[src/rtl/uwire_eeprom.sv]
module uwire_eeprom #(
  parameter int          WORDS     = 64,
  parameter int          DW        = 16,
  parameter logic [15:0] INIT_WORD = 16'h5A00
) (
  input  logic clk,
  input  logic rst_n,
  input  logic cs,
  input  logic sclk,
  input  logic din,
  output logic dout
);
  localparam int AW  = $clog2(WORDS);
  localparam int OPW = AW + 2;
  localparam int CW  = $clog2(DW);

  typedef enum logic [2:0] {S_IDLE, S_OPC, S_WR, S_RD, S_PARK} st_t;

  st_t           st;
  logic          cs_q, sclk_q, we;
  logic [CW-1:0] cnt;
  logic [OPW-1:0] op;
  logic [DW-1:0] sh;
  logic [AW-1:0] rd_addr;
  logic [DW-1:0] mem [WORDS];

  logic           rise, cs_fall, last_op, last_dat, wr_one, wr_all;
  logic [OPW-1:0] op_full;
  logic [AW-1:0]  wr_addr, nxt_addr;
  logic [DW-1:0]  wr_data;

  assign rise     = cs && sclk && !sclk_q;
  assign cs_fall  = cs_q && !cs;
  assign op_full  = {op[OPW-2:0], din};
  assign last_op  = rise && st == S_OPC && cnt == CW'(OPW-1);
  assign last_dat = rise && st == S_WR && cnt == CW'(DW-1);
  assign nxt_addr = rd_addr + 1'b1;

  assign wr_one = we && ((last_dat && op[OPW-1 -: 2] == 2'b01) ||
                         (last_op && op_full[OPW-1 -: 2] == 2'b11));
  assign wr_all = we && ((last_dat && op[OPW-1 -: 2] == 2'b00) ||
                         (last_op && op_full[OPW-1 -: 2] == 2'b00 &&
                          op_full[AW-1 -: 2] == 2'b10));
  assign wr_addr = (st == S_WR) ? op[AW-1:0] : op_full[AW-1:0];
  assign wr_data = (st == S_WR) ? {sh[DW-2:0], din} : '1;

  always_ff @(posedge clk) begin
    if (!rst_n) begin
      st      <= S_IDLE;
      cs_q    <= 1'b0;
      sclk_q  <= 1'b0;
      dout    <= 1'b1;
      we      <= 1'b0;
      cnt     <= '0;
      op      <= '0;
      sh      <= '0;
      rd_addr <= '0;
    end else begin
      cs_q   <= cs;
      sclk_q <= sclk;
      if (cs_fall) begin
        st   <= S_IDLE;
        dout <= 1'b1;
      end else if (rise) begin
        case (st)
          S_IDLE: if (din) begin
            st  <= S_OPC;
            op  <= '0;
            cnt <= '0;
            sh  <= '0;
          end
          S_OPC: begin
            op  <= op_full;
            cnt <= cnt + 1'b1;
            if (cnt == CW'(OPW-1)) begin
              cnt <= '0;
              case (op_full[OPW-1 -: 2])
                2'b01: st <= S_WR;
                2'b10: begin
                  st      <= S_RD;
                  sh      <= mem[op_full[AW-1:0]];
                  rd_addr <= op_full[AW-1:0];
                  dout    <= 1'b0;
                end
                2'b11: st <= S_PARK;
                default: begin
                  case (op_full[AW-1 -: 2])
                    2'b01:   st <= S_WR;
                    2'b10:   st <= S_PARK;
                    default: begin
                      we <= op_full[AW-2];
                      st <= S_PARK;
                    end
                  endcase
                end
              endcase
            end
          end
          S_WR: begin
            sh  <= {sh[DW-2:0], din};
            cnt <= cnt + 1'b1;
            if (cnt == CW'(DW-1)) st <= S_PARK;
          end
          S_RD: begin
            dout <= sh[DW-1];
            sh   <= {sh[DW-2:0], 1'b0};
            cnt  <= cnt + 1'b1;
            if (cnt == CW'(DW-1)) begin
              cnt     <= '0;
              rd_addr <= nxt_addr;
              sh      <= mem[nxt_addr];
            end
          end
          default: ;
        endcase
      end
    end
  end

  always_ff @(posedge clk) begin
    if (!rst_n) begin
      for (int i = 0; i < WORDS; i++) mem[i] <= INIT_WORD[DW-1:0] ^ DW'(i);
    end else if (wr_one) begin
      mem[wr_addr] <= wr_data;
    end else if (wr_all) begin
      for (int i = 0; i < WORDS; i++) mem[i] <= wr_data;
    end
  end
endmodule

[config.mk]
export PLATFORM = sky130hd
export DESIGN_NAME = uwire_eeprom
export DESIGN_NICKNAME = d
export VERILOG_FILES = /design/src/rtl/uwire_eeprom.sv
export SDC_FILE = /design/constraint.sdc
export NUM_CORES = 2
export LEC_CHECK = 0
export BUFFER_PORTS_ARGS = -buffer_cell sky130_fd_sc_hd__buf_2
export CORE_ASPECT_RATIO = 1.4
export CORE_UTILIZATION = 35
export DETAILED_ROUTE_END_ITERATION = 16
export PLACE_DENSITY = 0.54
export SYNTH_ARGS = -nofsm -noshare
export SYNTH_HDL_FRONTEND = slang
export SYNTH_SLANG_ARGS = --single-unit
[constraint.sdc]
create_clock -name clk -period 9.8 [get_ports clk]
set_input_delay 0.49 -clock clk [delete_from_list [all_inputs] [get_ports clk]]
set_output_delay 0.49 -clock clk [all_outputs]
set_load 0.05 [all_outputs]
* Word-level counts from Yosys, hierarchy flattened
Memories as Yosys holds them, arrays and structs flattened.
Cells that the tools add are included.
W data, S select, Z words.
** Cells by class
- Mux-type cells :: 101
- Reductions and logical operators :: 36
- Bitwise operators :: 68
- Eq/ne operators :: 16
- Add/subtract/negate cells :: 2
** Operators with widths (number)
- $mux W16 :: 70
- $or A1 B1 Y1 :: 64
- $pmux W16 S4 :: 1
- $mux W6 :: 5
- $pmux W3 S3 :: 2
- $reduce_and A6 Y1 :: 3
- $pmux W4 S4 :: 1
- $pmux W8 S2 :: 1
- $reduce_or A16 Y1 :: 1
- $logic_and A1 B1 Y1 :: 14
- $mux W3 :: 4
- $mux W4 :: 3
- $pmux W6 S2 :: 1
- $reduce_and A4 Y1 :: 3
- $mux W1 :: 11
- $mux W8 :: 1
- $add A6 B1 Y6 const B :: 1
- $eq A2 B1 Y1 const B :: 3
- $eq A2 B2 Y1 const B :: 3
- $eq A3 B2 Y1 const B :: 2
- $ne A2 B2 Y1 const B :: 3
- $reduce_and A5 Y1 :: 1
- $add A4 B1 Y4 const B :: 1
- $eq A4 B3 Y1 const B :: 1
- 14 further kinds :: 23
** Storage, ports and cells
- Memories :: 1
- Input bits :: 5
- Flip-flop bits (word level) :: 41
- Logic and storage cells :: 233
- Output and inout bits :: 1
- Memory bits (writable) :: 1024
** Memories
- mem :: depth 64, width 16, rd ports 2, clocked after Yosys merged registers in 0, wr ports 64, RTL line 25 : logic [DW-1:0] mem [WORDS];

* Depth between registers and ports, before layout
- Depth after elaboration :: 14
- Depth in mapped cells :: 12
- Gate-level depth less buffers :: 8

* Worst setup path after synthesis
OpenSTA, ideal clock, no wires.
- Path type :: register -> register
- From :: reg op[0]
- To :: mem mem[47][0], enable pin
- Setup time :: 411 ps
- Arrival :: 2999 ps
- Required time :: 9389 ps
- Setup slack :: 6390 ps
- Buffers on the path :: 5
- Stages on the path, launching flop included :: 11
- Clock period less this slack :: 3410 ps
- Path through :: dfxtp_1 buf_2 buf_4 buf_4 buf_4 nand2_1 a21oi_1 and2_1 clkbuf_1 nand2_1 o21ai_0
** RTL lines
- start: declaration :: RTL line 22 : logic [OPW-1:0] op;
- start signal: assignment :: RTL line 73 : op <= op_full;
- end: declaration :: RTL line 25

* Final worst setup path
- From :: reg rd_addr[0]
- To :: reg sh[14]
** On the way
- Cells in the longest elaborated chain, start to end :: 4
** Ends and longest elaborated chain
- start: declaration :: RTL line 24 : logic [AW-1:0] rd_addr;
- start signal: assignment :: RTL line 82 : rd_addr <= op_full[AW-1:0];
- start signal: assignment :: RTL line 110 : rd_addr <= nxt_addr;
- $add A6 B1 Y6 :: RTL line 37 : assign nxt_addr = rd_addr + 1'b1;
- $mem_v2 Z64 W16
- $mux W16 :: RTL line 108 : if (cnt == CW'(DW-1)) begin
- $pmux W16 S4 :: RTL line 65 : case (st)
- end signal: assignment :: RTL line 81 : sh <= mem[op_full[AW-1:0]];
- end signal: assignment :: RTL line 106 : sh <= {sh[DW-2:0], 1'b0};
- end signal: assignment :: RTL line 111 : sh <= mem[nxt_addr];
- end: declaration :: RTL line 23 : logic [DW-1:0] sh;
No other way between the ends.
A chain may end at the register's enable or synchronous reset.

==> results.ini <==
[run_status]
status = completed

[floorplan]
io_pins = 6
initial_core_util_pct = 35.2
core_mm2 = 0.157
dieHeight_um = 472
rows = 172
fp.dieW_um = 338
die_area_mm2 = 0.159

[synth]
synth_ff_type = edfxtp_1
synth_area_leaders = edfxtp_1 56%, mux4_2 20%, nand2_1 5.2%
synth_edf_count = 1024
synth.avg_cell_area_um2 = 13.4
synth_cells = 4104
synth_top_area_share_pct = 55.7
ys_seq_elements = 1065
ys_warn_count = 0
synth.net_count = 4117
synth_cell_types = 80
synth_seq_area_share_pct = 57.2
synth_top_cell_by_area = edfxtp_1
synthArstFlopShare_pct = 0
syn_area_mm2 = 0.0552

[clocking]
clkSinkCount = 1065
cts_buffers = 105
postCtsSetupRepairBufs = 0
cts_buffer_depth = 3
cts_tree = yes
postCtsResizedCells = 0
clk_pin_slew_ns = 0.07
ctsHoldBuffers = 0
cts_max_level = 3
clockRootBuffer = clkbuf_16
clock_latency_ns = 0.75

[power_and_ir_drop]
peakVddDrop_uv = 128
power_density_mw_per_mm2 = 165
p_leak_nw = 18.3

[routing]
postRouteAntennaNets = 0
vias_per_cell = 6.16
wirelength_um = 212000
dr.pass1.iters = 8
vias = 37504
wl_per_cell_um = 34.7
drc = 0
first_iter_violations = 4948

[timing]
finalCritPeriodShare_pct = 51.2
min_period_ns = 5.02
clock.fmax_mhz = 199
tightest_slew_ns = 1.45
setup_violations = 0
slew_headroom_pct = 3.26
hold_viol_final = 0
whs_ns = 0.0991
rsz0062_at_grt = no
fin_skew_ns = 0.0430
setup_tns_ns = 0
slew_viol_final = 0

[grt]
grt_pass1_wl_um = 295000
grt_max_degree = 100
globalRouteTotalUtil_pct = 26.6
first_global_vias = 36895
grt_overflow = 0
antenna_found_initial = 6

[layout]
fillers = 14929
final_common_cell = edfxtp_1
nets = 3938
utilization_pct = 38.6
final_cell_mix = 1,024 x edfxtp_1, 767 x nand2_1, 639 x nor2_1
final_layout_size_suffix_gt1_share_pct = 21.9
syn_to_final_growth_pct = 9.61

[critical_path]
path_class = reg -> reg
required_ns = 10.41
cp_max_fo = 50
cp-start-kind = register
endpoint_kind = register
reg2reg_from = rd_addr[0]
worstReg2RegEnd = sh[14]
worstSetupEndpoint = sh[14]
rr_worst_depth = 10
cp-startpoint = rd_addr[0]
critPathArrivalTime_ns = 5.63
r2r_slack_ns = 4.78

[min_path]
min_from = cs
hold_path_class = in -> reg

[place]
port_buffers = 5
post-dp-hpwl_um = 142000
place_congestion = 1.03

[flow_run]
maxCapViolCount = 0

## critical path, cell delays in order, from the launching register on
cell       delay, ns
dfxtp_4         0.96
ha_4            0.32
xor2_4          0.32
buf_4           0.70
buf_4           0.74
mux4_2          0.41
nand2_1         0.08
nand3_1         0.46
nand4_1         0.35
o221ai_1        0.22
a2bb2oi_1       0.18
## sequential cells by signal (all words and copies together), names as in the netlist
| register | count |
|---|---|
| rd_addr | 6 |
| cnt | 4 |
| dout | 1 |
| st | 3 |
| mem | 1024 |
| op | 8 |
| we | 1 |
| cs_q | 1 |
| sclk_q | 1 |
| sh | 16 |
## per-stage QoR
step           total power, W  cells  worst slack [ns]  area (µm²)
2_1_floorplan         0.00570   4104              6.39       55200
3_3_place_gp          0.00597   5906              4.95       57200
3_5_place_dp          0.00598   5906              4.99       57200
4_1_cts               0.00998   6088              4.97       60500
5_1_grt                0.0102   6088              4.67       60500
6_report              0.00996   6091              4.78       60500
## per-layer routing
metal / share of wire (%) / vias up / track usage (%) / wire length, µm
met5: 0.019 / - / 0 / 41
met4: 9.4 / 6 / 21.2 / 19900
met3: 8.0 / 590 / 4.51 / 17000
met2: 49 / 2197 / 43.6 / 103000
met1: 34 / 19486 / 30.6 / 71700
li1: - / 15225 / - / -
## cell families (layout without fill, tap and decap cells)
kind of cell	after synthesis	after routing	synth area share, %
buffers and inverters	399	295	3.31
XOR/XNOR	7	7	0.125
adder cells (fa/ha/maj)	8	8	0.181
other	0	3	0
flip-flops	1065	1065	57.2
multiplexers	607	607	22.5
AND/OR/NAND/NOR	1630	1630	12.0
AO/OA/AOI/OAI	388	388	4.73
## area by class of cell
cell class	count	area [µm²]	area share, %
clock inverter	57	527	0.871
timing repair buffer	106	840	1.39
antenna	3	7.51	0.0124
clock buffer	125	2770	4.57
sequential	1065	31600	52.2
inverter	7	33.8	0.0558
tap	2088	2610	4.32
multi-input combinational	2640	22100	36.6
## synth_stat cells, types with 9 or more instances
| cell type | number |
|---|---|
| a22oi_1 | 20 |
| buf_1 | 13 |
| edfxtp_1 | 1024 |
| a211oi_1 | 16 |
| nor2b_1 | 17 |
| a32oi_1 | 17 |
| and3_1 | 11 |
| o211ai_1 | 13 |
| clkbuf_1 | 234 |
| nand3_1 | 61 |
| nor3_1 | 24 |
| a21boi_0 | 12 |
| nand2b_1 | 13 |
| a21oi_2 | 16 |
| nand2_1 | 767 |
| nor2_1 | 655 |
| a21oi_1 | 57 |
| mux2_2 | 25 |
| and2_1 | 18 |
| mux2i_1 | 80 |
| buf_2 | 92 |
| o22ai_1 | 53 |
| a31oi_1 | 18 |
| dfxtp_1 | 41 |
| buf_4 | 48 |
| o21ai_0 | 79 |
| mux4_2 | 500 |
| a21o_1 | 9 |
| nand4_1 | 16 |
## worst min-delay path by stage
stage                     cells past startpoint  slack [ns]  endpoint
after detailed placement                      2        0.48     op[7]
after global routing                          2        0.09      cs_q
after global placement                        2        0.47    cnt[1]
after CTS                                     2        0.06      cs_q
after floorplan                               2        0.43    sh[15]
final                                         2         0.1      cs_q
## report_power, final
group          internal [W]  total, W  switching, W
Combinational      0.000216  0.000602      0.000386
Sequential          0.00519   0.00529      0.000103
Clock               0.00224   0.00407       0.00183
Note: power is estimated with default switching activity, not from simulation.
